--- src/rtl/ltmr_pkg.sv ---
`timescale 1ns/1ps
package ltmr_pkg;

    localparam int ADDR_W        = 3;
    localparam int VEC_W         = 8;
    localparam int CTRL_MASK_BIT = 16;
    localparam int CTRL_PER_BIT  = 17;
    localparam int CTRL_DL_BIT   = 18;
    localparam int CTRL_W        = CTRL_DL_BIT + 1;

    typedef enum logic [ADDR_W-1:0] {
        ADDR_CTRL     = 3'd0,
        ADDR_DIV      = 3'd1,
        ADDR_INIT     = 3'd2,
        ADDR_CUR      = 3'd3,
        ADDR_DEADLINE = 3'd4
    } reg_addr_e;

    typedef struct packed {
        logic             dl_mode;
        logic             periodic;
        logic             mask;
        logic [VEC_W-1:0] vector;
    } ctrl_t;

endpackage

--- src/rtl/ltmr_prescaler.sv ---
`timescale 1ns/1ps
module ltmr_prescaler #(
    parameter int DIV_W = 3
) (
    input  logic             clk,
    input  logic             rst_n,
    input  logic             restart,
    input  logic [DIV_W-1:0] div_sel,
    output logic             tick
);
    localparam int PS_W = (1 << DIV_W) - 1;

    typedef struct packed {
        logic [PS_W-1:0] cnt;
    } ps_state_t;

    ps_state_t       st_d, st_q;
    logic [PS_W-1:0] limit;

    always_comb begin
        for (int i = 0; i < PS_W; i++) begin
            limit[i] = (i < int'(div_sel));
        end
        st_d = st_q;
        tick = (st_q.cnt == limit) && !restart;
        if (restart || tick) begin
            st_d.cnt = '0;
        end else begin
            st_d.cnt = st_q.cnt + 1'b1;
        end
    end

    always_ff @(posedge clk or negedge rst_n) begin
        if (!rst_n) begin
            st_q <= '0;
        end else begin
            st_q <= st_d;
        end
    end
endmodule

--- src/rtl/ltmr_downcount.sv ---
`timescale 1ns/1ps
module ltmr_downcount #(
    parameter int CNT_W = 32
) (
    input  logic             clk,
    input  logic             rst_n,
    input  logic             load,
    input  logic [CNT_W-1:0] load_val,
    input  logic             tick,
    input  logic             enable,
    input  logic             periodic,
    output logic [CNT_W-1:0] cur_count,
    output logic [CNT_W-1:0] init_count,
    output logic             expire
);
    typedef struct packed {
        logic [CNT_W-1:0] init;
        logic [CNT_W-1:0] cur;
    } dc_state_t;

    dc_state_t st_d, st_q;
    logic      step;

    always_comb begin
        st_d   = st_q;
        step   = enable && tick && !load && (st_q.cur != '0);
        expire = step && (st_q.cur == CNT_W'(1));
        if (load) begin
            st_d.init = load_val;
            st_d.cur  = load_val;
        end else if (expire) begin
            st_d.cur = periodic ? st_q.init : '0;
        end else if (step) begin
            st_d.cur = st_q.cur - 1'b1;
        end
    end

    always_ff @(posedge clk or negedge rst_n) begin
        if (!rst_n) begin
            st_q <= '0;
        end else begin
            st_q <= st_d;
        end
    end

    assign cur_count  = st_q.cur;
    assign init_count = st_q.init;
endmodule

--- src/rtl/ltmr_deadline.sv ---
`timescale 1ns/1ps
module ltmr_deadline #(
    parameter int TS_W = 64
) (
    input  logic            clk,
    input  logic            rst_n,
    input  logic            wr,
    input  logic [TS_W-1:0] wr_val,
    input  logic            enable,
    input  logic [TS_W-1:0] ts,
    output logic [TS_W-1:0] deadline,
    output logic            fire
);
    typedef struct packed {
        logic [TS_W-1:0] target;
        logic            armed;
    } dl_state_t;

    dl_state_t st_d, st_q;

    always_comb begin
        st_d = st_q;
        fire = enable && st_q.armed && !wr && (ts >= st_q.target);
        if (wr) begin
            st_d.target = wr_val;
            st_d.armed  = (wr_val != '0);
        end else if (fire) begin
            st_d.armed = 1'b0;
        end
    end

    always_ff @(posedge clk or negedge rst_n) begin
        if (!rst_n) begin
            st_q <= '0;
        end else begin
            st_q <= st_d;
        end
    end

    assign deadline = st_q.target;
endmodule

--- src/rtl/core_local_timer.sv ---
`timescale 1ns/1ps
module core_local_timer
    import ltmr_pkg::*;
#(
    parameter int CNT_W  = 32,
    parameter int TS_W   = 64,
    parameter int DIV_W  = 3,
    parameter int DATA_W = 64
) (
    input  logic              clk,
    input  logic              rst_n,
    input  logic              reg_we,
    input  logic [ADDR_W-1:0] reg_addr,
    input  logic [DATA_W-1:0] reg_wdata,
    output logic [DATA_W-1:0] reg_rdata,
    input  logic [TS_W-1:0]   ts_i,
    output logic              irq_pulse_o,
    output logic [VEC_W-1:0]  irq_vector_o
);
    typedef struct packed {
        ctrl_t             ctrl;
        logic [DIV_W-1:0]  div;
        logic              irq;
        logic [VEC_W-1:0]  vec;
    } top_state_t;

    top_state_t st_d, st_q;

    logic             ctrl_wr, div_wr, init_wr, dl_wr;
    logic             ps_tick, cnt_expire, dl_fire;
    logic             mode_deadline, mode_periodic, irq_mask;
    logic [CNT_W-1:0] cur_count, init_count;
    logic [TS_W-1:0]  deadline_val;
    logic [CTRL_W-1:0] ctrl_word;

    assign ctrl_wr = reg_we && (reg_addr == ADDR_CTRL);
    assign div_wr  = reg_we && (reg_addr == ADDR_DIV);
    assign init_wr = reg_we && (reg_addr == ADDR_INIT);
    assign dl_wr   = reg_we && (reg_addr == ADDR_DEADLINE);

    assign mode_deadline = st_q.ctrl.dl_mode;
    assign mode_periodic = st_q.ctrl.periodic && !st_q.ctrl.dl_mode;
    assign irq_mask      = st_q.ctrl.mask;

    ltmr_prescaler #(.DIV_W(DIV_W)) u_presc (
        .clk     (clk),
        .rst_n   (rst_n),
        .restart (init_wr || div_wr),
        .div_sel (st_q.div),
        .tick    (ps_tick)
    );

    ltmr_downcount #(.CNT_W(CNT_W)) u_count (
        .clk        (clk),
        .rst_n      (rst_n),
        .load       (init_wr),
        .load_val   (reg_wdata[CNT_W-1:0]),
        .tick       (ps_tick),
        .enable     (!mode_deadline),
        .periodic   (mode_periodic),
        .cur_count  (cur_count),
        .init_count (init_count),
        .expire     (cnt_expire)
    );

    ltmr_deadline #(.TS_W(TS_W)) u_dline (
        .clk      (clk),
        .rst_n    (rst_n),
        .wr       (dl_wr),
        .wr_val   (reg_wdata[TS_W-1:0]),
        .enable   (mode_deadline),
        .ts       (ts_i),
        .deadline (deadline_val),
        .fire     (dl_fire)
    );

    always_comb begin
        st_d = st_q;
        if (ctrl_wr) begin
            st_d.ctrl.dl_mode  = reg_wdata[CTRL_DL_BIT];
            st_d.ctrl.periodic = reg_wdata[CTRL_PER_BIT];
            st_d.ctrl.mask     = reg_wdata[CTRL_MASK_BIT];
            st_d.ctrl.vector   = reg_wdata[VEC_W-1:0];
        end
        if (div_wr) begin
            st_d.div = reg_wdata[DIV_W-1:0];
        end
        st_d.irq = (cnt_expire || dl_fire) && !st_q.ctrl.mask;
        if (st_d.irq) begin
            st_d.vec = st_q.ctrl.vector;
        end
    end

    always_ff @(posedge clk or negedge rst_n) begin
        if (!rst_n) begin
            st_q <= '0;
        end else begin
            st_q <= st_d;
        end
    end

    always_comb begin
        ctrl_word = '0;
        ctrl_word[CTRL_DL_BIT]   = st_q.ctrl.dl_mode;
        ctrl_word[CTRL_PER_BIT]  = st_q.ctrl.periodic;
        ctrl_word[CTRL_MASK_BIT] = st_q.ctrl.mask;
        ctrl_word[VEC_W-1:0]     = st_q.ctrl.vector;
        case (reg_addr)
            ADDR_CTRL:     reg_rdata = DATA_W'(ctrl_word);
            ADDR_DIV:      reg_rdata = DATA_W'(st_q.div);
            ADDR_INIT:     reg_rdata = DATA_W'(init_count);
            ADDR_CUR:      reg_rdata = DATA_W'(cur_count);
            ADDR_DEADLINE: reg_rdata = DATA_W'(deadline_val);
            default:       reg_rdata = '0;
        endcase
    end

    assign irq_pulse_o  = st_q.irq;
    assign irq_vector_o = st_q.vec;
endmodule

--- config.mk ---
export PLATFORM = sky130hd
export DESIGN_NAME = core_local_timer
export DESIGN_NICKNAME = d
export VERILOG_FILES = /design/src/rtl/ltmr_pkg.sv /design/src/rtl/ltmr_prescaler.sv /design/src/rtl/ltmr_downcount.sv /design/src/rtl/ltmr_deadline.sv /design/src/rtl/core_local_timer.sv
export SDC_FILE = /design/constraint.sdc
export NUM_CORES = 1
export LEC_CHECK = 0
export ABC_AREA = 1
export ABC_CLOCK_PERIOD_IN_PS = 2400
export BUFFER_PORTS_ARGS = -buffer_cell sky130_fd_sc_hd__buf_2
export CORE_MARGIN = 4
export CORE_UTILIZATION = 45
export CTS_CLUSTER_DIAMETER = 60
export DETAILED_ROUTE_END_ITERATION = 12
export GPL_ROUTABILITY_DRIVEN = 0
export PLACE_DENSITY = 0.67
export RECOVER_POWER = 50
export SLEW_MARGIN = 15
export SYNTH_ARGS = -nofsm -noshare
export SYNTH_HDL_FRONTEND = slang
export SYNTH_SLANG_ARGS = --single-unit
--- constraint.sdc ---
create_clock -name clk -period 2.4 [get_ports clk]
set_input_delay 0.48 -clock clk [delete_from_list [all_inputs] [get_ports clk]]
set_output_delay 0.48 -clock clk [all_outputs]
set_load 0.02 [all_outputs]
### Yosys cells after proc, flatten, opt, wreduce, memory -nomap -nowiden

Index checks and enable logic that the tools add are counted.

| operators by class | value |
|---|---|
| equal/unequal tests | 6 |
| add/subtract/negate cells | 2 |
| muxes and demuxes | 8 |
| reductions and logical operators | 27 |
| magnitude comparators | 8 |

Operator list:

| kind | count |
|---|---|
| 64-bit one-hot mux with 5 select lines | 1 |
| 32-bit two-way mux | 4 |
| 64-bit greater-or-equal comparator | 1 |
| 64-bit nonzero test | 1 |
| 32-bit by 1-bit equality test with 1-bit output (second input constant) | 1 |
| 32-bit nonzero test | 1 |
| 32-bit by 1-bit subtractor with 32-bit output (second input constant) | 1 |
| 1-bit logical AND | 14 |
| 3-bit < comparator (first input constant) | 3 |
| 7-bit by 1-bit adder with 7-bit output (second input constant) | 1 |
| 7-bit equality test | 1 |
| 7-bit two-way mux | 1 |
| 3-bit by 2-bit equality test with 1-bit output (second input constant) | 2 |
| 1-bit by 3-bit < comparator with 1-bit output (first input constant) | 2 |
| 2-bit by 3-bit < comparator with 1-bit output (first input constant) | 2 |
| 1-bit logical NOT | 5 |
| 3-bit by 1-bit equality test with 1-bit output (second input constant) | 1 |
| 3-bit equality test (second input constant) | 1 |
| 3-bit logical NOT | 1 |
| 1-bit logical OR | 3 |
| 3-bit nonzero test | 1 |
| 1-bit two-way mux | 2 |
| 2-bit nonzero test | 1 |

| storage, ports and cells | value |
|---|---|
| register bits after elaboration | 159 |
| input bits | 134 |
| logic and storage cells | 63 |
| output and inout bits | 73 |

### Longest topological paths before layout

Gate-level depths: netlist of the first run.

| depth | value |
|---|---|
| word-level depth | 11 |
| depth in mapped cells | 20 |

### Hierarchy

Synthesis of the first run repeated with hierarchy kept, for this count alone.

| unflattened totals | value |
|---|---|
| cell total of the unflattened synthesis | 1670 |
| area, all modules | 11413.4 um^2 |

By module, submodules not included:

| module | sequential area each (um^2) | cells an instance | instances | area each (um^2) |
|---|---|---|---|---|
| ltmr_deadline | 1626.6 | 590 | 1 | 4629.4 |
| ltmr_downcount | 1601.5 | 635 | 1 | 4192.8 |
| core_local_timer | 575.6 | 375 | 1 | 2080.7 |
| ltmr_prescaler | 175.2 | 70 | 1 | 510.5 |

### Worst setup path before layout of the first run

No wires, ideal clock.

| timing path | value |
|---|---|
| kind | input-to-output |
| start point | input reg_addr[0] |
| end point | output reg_rdata[0] |
| required time | 1.920 ns |
| arrival | 1.939 ns |
| slack | -0.019 ns |
| path buffers | 3 |
| cell stages on the path | 6 |
| cells stage by stage | buf_2 > nor3_1 > clkbuf_1 > inv_1 > clkbuf_1 > o21ai_0 |

| between the ends | value |
|---|---|
| cells in the longest elaborated chain, start to end | 2 |

RTL lines:

| what | line | RTL |
|---|---|---|
| from (decl) | core_local_timer.sv:13 | `input logic [ADDR_W-1:0] reg_addr,` |
| 3-bit equality test (tied with other cells) | core_local_timer.sv:108 | `case (reg_addr)` |
| 64-bit one-hot mux with 5 select lines * | core_local_timer.sv:108 |  |
| to (decl) | core_local_timer.sv:15 | `output logic [DATA_W-1:0] reg_rdata,` |

Every way passes the cells marked *; elsewhere a longest branch is shown, timed or not.

### Worst setup path in the final report of the first run

| timing path | value |
|---|---|
| start point | input reg_addr[1] |
| end point | output reg_rdata[0] |

The elaborated chain is that of the path after synthesis.

==> results of run 1 <==
-- stage by stage --
| step | setup TNS (ns) | hold WS (ns) | util (%) | std cells | power, W |
|---|---|---|---|---|---|
| finish | 0 | 0.3067 | 55.94 | 1961 | 0.01063 |
| global route | -0.02455 | 0.3160 | 55.93 | 1960 | 0.01140 |
| CTS | 0 | 0.3020 | 55.60 | 1955 | 0.01063 |
| detailed placement | -0.9294 | 0.4267 | 52.67 | 1923 | 0.007562 |
| global placement | -0.7445 | 0.4242 | 52.67 | 1923 | 0.007466 |
| floorplan | -0.05777 | 0.1844 | - | 1443 | 0.006408 |
-- cell type report --
type	instances	area [um2]
Antenna cell	4	10.01
Clock buffer	21	470.5
Clock inverter	10	183.9
Fill cell	2234	10010
Inverter	244	922.1
Multi-Input combinational cell	979	5264
Sequential cell	159	3979
Tap cell	285	356.6
Timing Repair Buffer	259	1518
-- power breakdown --
group	total [W]	leakage (nW)	internal [W]	switching (W)
clock network	0.00304	0.315	0.00192	0.00111
registers	0.00390	1.96	0.00336	0.000545
logic	0.00370	4.65	0.00141	0.00229
total	0.0106	6.93	0.00669	0.00395
-- worst max-delay path, delay by kind of cell --
kind	cells	cell delay (ns)
AOI/OAI and AO/OA	3	0.49
and+or+nand+nor	3	0.22
buffers and inverters	4	0.65
-- logic make-up (layout without fill, tap and decap cells) --
group / Yosys count / count (layout) / synth area share [%]
other: 0 / 4 / 0
buffers and inverters: 305 / 534 / 11.96
XOR/XNOR: 33 / 33 / 2.773
adder cells (fa/ha/maj): 68 / 68 / 8.164
AO/OA/AOI/OAI: 205 / 205 / 11.20
AND/OR/NAND/NOR: 673 / 673 / 27.72
flip-flops: 159 / 159 / 38.18
-- cells in the final DEF, fill, tap and decap left out, types with 6 or more instances in the layout --
master and instances:
nor2_1 145, buf_4 44, ha_1 68, inv_1 236, nand4_1 31, buf_2 204, inv_2 6, o21ai_1 18
o21ai_0 110, or2_2 15, nor3_1 6, a21oi_1 31, o221ai_1 21, xor2_1 32, nor2_2 14, buf_12 7
clkbuf_16 17, o22ai_1 11, dfrtp_1 159, nand2_1 345, nand3_1 89, nor3_2 6
-- layer usage --
layer	global-route usage (%)	vias up
li1	-	5033
met4	10.60	6
met2	40.08	366
met5	0	-
met1	34.14	4842
met3	5.290	77
-- state kept, by name, summed over array words and instances, names as in the netlist --
| register | flops |
|---|---|
| u_dline.deadline | 64 |
| u_count.cur_count | 32 |
| u_count.init_count | 32 |
| ctrl_word | 9 |
| irq_vector_o | 8 |
| u_presc.st_q | 7 |
| st_q | 3 |
| irq_mask | 1 |
| irq_pulse_o | 1 |
| mode_deadline | 1 |
| u_dline.st_q | 1 |
-- worst paths after layout --
path,startpoint,endpoint,slack [ns],cells after the start
min reg2reg,irq_vector_o[5],irq_vector_o[5],0.47,2
min,reg_wdata[29],u_count.init_count[29],0.31,3
max reg2reg,u_dline.deadline[30],irq_vector_o[1],0.22,18
max,reg_addr[1],reg_rdata[0],0.08,10
min in group asynchronous,rst_n,u_dline.deadline[58],0.80,2
max in group asynchronous,rst_n,u_dline.st_q[0],0.65,3
-- what timing repair did --
action,in CTS,in global routing
gates cloned,0,0
pin swaps,0,3
endpoints found under the setup margin,1,32
endpoints found under the hold margin,37,0
hold buffers,1,0
resized for setup,1,17
setup buffers,0,2
==> results.py, run 1 <==
metrics = {
    "run_status": {
        "outcome": "finished clean",
    },
    "timing": {
        "drv_slew": 0,
        "finalCriticalPeriod_ns": 2.322,
        "finalCritPeriodShare_pct": 96.74,
        "max_freq_mhz": 430.7,
        "tightest_slew_ns": 1.122,
        "slew_headroom_pct": 25.20,
        "setup_viol": 0,
        "finalHoldViolations": 0,
        "setup_ws_ns": 0.07818,
        "skew_ns": 0.01766,
    },
    "logic_synthesis": {
        "ys_top_cells_by_count": "nand2_1 (347), inv_1 (238), dfrtp_1 (159), nor2_1 (150), o21ai_0 (110)",
        "synth_top_area_share_pct": 38.18,
        "synthTopCellsByArea": "dfrtp_1 (38%), nand2_1 (12%), inv_1 (8.6%)",
        "ys_ff_latch": 159,
        "synth_fp_nets": 1645,
        "synth_cell_types": 39,
        "avgSynthCellArea_um2": 7.222,
        "yosys_warnings": 0,
        "yosysMostFrequentCell": "nand2_1",
        "syn_area_mm2": 0.01042,
        "syn_inst": 1443,
        "yosysSeqAreaShare_pct": 38.18,
        "synth_edf_count": 0,
        "netlist.top_cell.by_area": "dfrtp_1",
        "synth_flop_cell": "dfrtp_1",
        "synthArstFlopShare_pct": 100.0,
    },
    "setup_path": {
        "crit_chain": "buf_2 > nor2_1 > inv_1 > nor2_4 > buf_4 > nand2_1 > o21ai_0 > a221oi_1 > o21ai_0 > buf_2",
        "cp_slowest_stage_delay_ns": 0.23,
        "cp-end-kind": "output pin",
        "critical_path_required_ns": 1.92,
        "path_class": "primary input to output pin",
        "crit_fanout": 7,
        "critPathArrivalTime_ns": 1.84,
        "crit_slowest_cell": "a221oi_1",
        "crit_path_start_kind": "primary input",
    },
    "drt": {
        "top_layer": "met5",
        "drc": 0,
        "dr_wl_met3_um": 2084,
        "post_drt_wl_per_cell_um": 16.89,
        "routed_wl_um": 33130,
        "dr.first_iter.drc_count": 758,
        "dr.pass1.iters": 5,
        "drt-vias-per-instance": 5.265,
        "wirelength_met1_um": 14360,
        "wl_met2_um": 15260,
        "antenna_left": 0,
        "vias": 10320,
    },
    "global_routing": {
        "antenna_found_initial": 6,
        "grt_overflow_total": 0,
        "grt_pass1_wl_um": 51940,
        "grt_pass1_vias": 9834,
        "grt_max_degree": 129,
        "grt_usage_pct": 25.42,
    },
    "min_path": {
        "min_path_type": "primary input to register",
    },
    "floorplan": {
        "rows": 55,
        "initial_core_util_pct": 45.89,
        "core_area_mm2": 0.02271,
        "die-area_mm2": 0.02566,
        "die_w_um": 160.2,
        "pin_count": 207,
        "die_h_um": 160.2,
    },
    "final_layout": {
        "area_growth_pct": 21.90,
        "drive_gt1_share_pct": 20.63,
        "stdcell_area_mm2": 0.01270,
        "nets": 1862,
    },
    "clock_tree": {
        "cts_max_level": 4,
        "clockBufferDepth": 2,
        "clk_pin_slew_ns": 0.07,
        "clockRootBuffer": "clkbuf_16",
        "cts_inserted_buffers": 17,
        "insertion_delay_ns": 0.43,
        "cts.sinks": 159,
        "cts_tree": "done",
    },
    "pwr": {
        "power_density_mw_per_mm2": 837.1,
        "p_leak_nw": 6.931,
        "vdd_ir_drop_max_mv": 0.4344,
    },
    "placement": {
        "pre_cts_ws_ns": -0.1131,
        "dpl_cell_area_mm2": 0.01196,
        "hpwl_um": 25770,
        "port_buffers": 206,
    },
    "flow_run": {
        "max_cap_violations": 0,
    },
}
Note: power is estimated with default switching activity, not from simulation.
==> run 2: changes to the inputs <==
--- a/config.mk
+++ b/config.mk
@@ -5,7 +5,6 @@
 export SDC_FILE = /design/constraint.sdc
 export NUM_CORES = 1
 export LEC_CHECK = 0
-export ABC_AREA = 1
 export ABC_CLOCK_PERIOD_IN_PS = 2400
 export BUFFER_PORTS_ARGS = -buffer_cell sky130_fd_sc_hd__buf_2
 export CORE_MARGIN = 4
@@ -13,7 +12,7 @@
 export CTS_CLUSTER_DIAMETER = 60
 export DETAILED_ROUTE_END_ITERATION = 12
 export GPL_ROUTABILITY_DRIVEN = 0
-export PLACE_DENSITY = 0.67
+export PLACE_DENSITY = 0.68
 export RECOVER_POWER = 50
 export SLEW_MARGIN = 15
 export SYNTH_ARGS = -nofsm -noshare
==> results.py, run 2 <==
metrics = {
    "logic_synthesis": {
        "synthTopCellsByArea": "dfrtp_1 (40%), nand2_1 (9.2%), ha_1 (8.6%)",
        "synth_mux_area_share_pct": 6.245,
        "synth_flop_cell": "dfrtp_1",
        "synth_top_family_by_area": "simple AND/OR/NAND/NOR gates",
        "synth_fp_nets": 1346,
        "avgSynthCellArea_um2": 8.669,
        "synth_xor_area_share_pct": 1.766,
        "synth_compound_area_share_pct": 15.71,
        "synth_cell_types": 69,
        "syn_area_mm2": 0.009917,
        "synth_top_area_share_pct": 40.12,
        "yosys_warnings": 0,
        "synthArstFlopShare_pct": 100.0,
        "synth_adder_area_share_pct": 8.579,
        "synth_edf_count": 0,
        "yosysMostFrequentCell": "nand2_1",
        "yosysSeqAreaShare_pct": 40.12,
        "syn_inst": 1144,
        "ys_top_cells_by_count": "nand2_1 (242), dfrtp_1 (159), o21ai_0 (127), inv_1 (69), ha_1 (68)",
        "ys_ff_latch": 159,
        "netlist.top_cell.by_area": "dfrtp_1",
        "synthSimpleGateAreaFrac_pct": 21.60,
    },
    "min_path": {
        "min_path_type": "primary input to register",
    },
    "drt": {
        "wl_met2_um": 17020,
        "post_drt_wl_per_cell_um": 19.98,
        "top_layer": "met5",
        "antenna_left": 0,
        "dr_wl_met3_um": 2625,
        "vias": 10010,
        "routed_wl_um": 35090,
        "drc": 0,
        "dr.first_iter.drc_count": 763,
        "drt-vias-per-instance": 5.702,
        "wirelength_met1_um": 14320,
        "dr.pass1.iters": 5,
    },
    "pwr": {
        "p_leak_nw": 6.565,
        "vdd_ir_drop_max_mv": 0.5630,
        "power_density_mw_per_mm2": 850.2,
    },
    "setup_path": {
        "critical_path_required_ns": 2.71,
        "crit_chain": "or4_4 > or4b_4 > nor2_4 > nand3_4 > nor4_4 > mux2_4 > a21oi_2 > o211ai_2",
        "path_class": "register to register",
        "crit_slowest_cell": "or4_4",
        "cp_slowest_stage_delay_ns": 0.58,
        "critPathArrivalTime_ns": 3.01,
        "path_buf_inv": 0,
        "crit_fanout": 3,
        "crit_path_start_kind": "register",
        "cp-end-kind": "register",
        "cp_top_family": "simple AND/OR/NAND/NOR gates",
    },
    "flow_run": {
        "max_cap_violations": 0,
    },
    "global_routing": {
        "antenna_found_initial": 7,
        "grt_pass1_vias": 10040,
        "grt_pass1_wl_um": 54670,
        "grt_overflow_total": 0,
        "grt_max_degree": 65,
        "grt_usage_pct": 28.41,
    },
    "timing": {
        "tns_ns": -7.477,
        "tightest_slew_ns": 1.023,
        "slew_headroom_pct": 31.83,
        "setup_viol": 40,
        "whs_ns": 0.2633,
        "setup_ws_ns": -0.3024,
        "finalCritPeriodShare_pct": 112.6,
        "max_freq_mhz": 370.0,
        "finalCriticalPeriod_ns": 2.702,
        "skew_ns": 0.009378,
        "rsz0062_at_grt": "true",
        "finalHoldViolations": 0,
        "drv_slew": 0,
    },
    "floorplan": {
        "initial_core_util_pct": 45.58,
        "core_area_mm2": 0.02176,
        "rows": 54,
        "die-area_mm2": 0.02448,
        "pin_count": 207,
        "die_w_um": 156.5,
        "die_h_um": 156.5,
    },
    "final_layout": {
        "final_cell_mix": "nand2_1 (239), buf_2 (197), dfrtp_1 (158), buf_4 (119), o21ai_0 (110)",
        "layout_commonest_cell": "nand2_1",
        "nets": 1663,
        "multi_input_area_mm2": 0.005903,
        "stdcell_area_mm2": 0.01356,
        "drive_gt1_share_pct": 34.87,
        "nFillCells": 1837,
        "largest_reg_flops": 64,
        "area_growth_pct": 36.76,
        "seqCellArea_mm2": 0.003980,
    },
    "run_status": {
        "violations": "setup timing",
        "outcome": "complete, but fails checks",
    },
    "clock_tree": {
        "clockBufferDepth": 2,
        "cts_max_level": 4,
        "cts_tree": "done",
        "clk_pin_slew_ns": 0.07,
        "cts_inserted_buffers": 17,
        "insertion_delay_ns": 0.43,
        "cts.sinks": 159,
        "clockRootBuffer": "clkbuf_16",
    },
    "placement": {
        "hpwl_um": 25090,
        "port_buffers": 206,
        "dpl_cell_area_mm2": 0.01228,
    },
}
[run 2: timing repair]
| item | 4_1_cts | 5_1_grt |
|---|---|---|
| pin swaps | 36 | 45 |
| setup endpoints to repair | 41 | 77 |
| gates resized for setup | 82 | 49 |
| endpoints found under the hold margin | 38 | 0 |
| gates cloned | 8 | 0 |
| hold buffers | 1 | 0 |
| buffers inserted | 14 | 10 |
[run 2: metrics by stage]
stage	setup slack [ns]	std cells	utilization, %	total power (W)
2_1_floorplan	-0.1812	1144	-	0.006517
6_report	-0.3024	1756	62.34	0.01153
3_5_place_dp	-0.5146	1696	56.43	0.008302
4_1_cts	-0.2185	1750	61.66	0.01125
5_1_grt	-0.3898	1756	62.34	0.01222
3_3_place_gp	-0.4533	1696	56.43	0.008151
[run 2: worst reg2reg max path, cell delays in order (launching register included)]
cell and delay, ns:
dfrtp_1 0.38, or4_4 0.58, or4b_4 0.56, nor2_4 0.15
nand3_4 0.12, nor4_4 0.27, mux2_4 0.33, a21oi_2 0.12
o211ai_2 0.08
[run 2: power by group]
part | total, W | leakage (nW) | internal, W | switching, W
clock | 0.00266 | 0.279 | 0.00138 | 0.00128
sequential | 0.00400 | 1.97 | 0.00340 | 0.000602
combinational | 0.00487 | 4.31 | 0.00223 | 0.00264
[run 2: final cells by class]
type                       instances  area share (%)
sequential                       159           29.35
inverter                          69           1.965
multi-input combinational        851           43.52
clock buffer                      17           3.137
timing repair buffer             363           18.39
antenna                            2         0.03690
tap                              280           2.583
clock inverter                    15           1.024
[run 2: final timing paths]
| check | slack [ns] | depth (start not counted) | end | startpoint |
|---|---|---|---|---|
| min in group asynchronous | 0.76 | 2 | u_dline.deadline[10] | rst_n |
| max in group asynchronous | 0.22 | 3 | st_q[10] | rst_n |
| worst min-delay path | 0.26 | 3 | u_dline.deadline[45] | reg_wdata[45] |
| worst max register to register | -0.30 | 8 | u_count.cur_count[30] | u_count.cur_count[6] |
| worst min register to register | 0.51 | 2 | u_count.init_count[26] | u_count.init_count[26] |
| worst max-delay path | -0.30 | 8 | u_count.cur_count[30] | u_count.cur_count[6] |
[run 2: kinds of logic (layout without fill, tap and decap cells)]
group / after synthesis / after routing
simple gates: 445 / 445
compound gates: 258 / 259
flops: 159 / 159
buf+inv: 135 / 464
fa+ha+maj: 68 / 68
mux: 59 / 59
xor+xnor: 20 / 20
other cells: 0 / 2
[run 2: per-layer routing]
layer / GRT usage [%] / vias up
li1: - / 4632
met1: 37.82 / 4849
met2: 46.08 / 429
met3: 5.725 / 92
met4: 10.45 / 10
met5: 0 / -
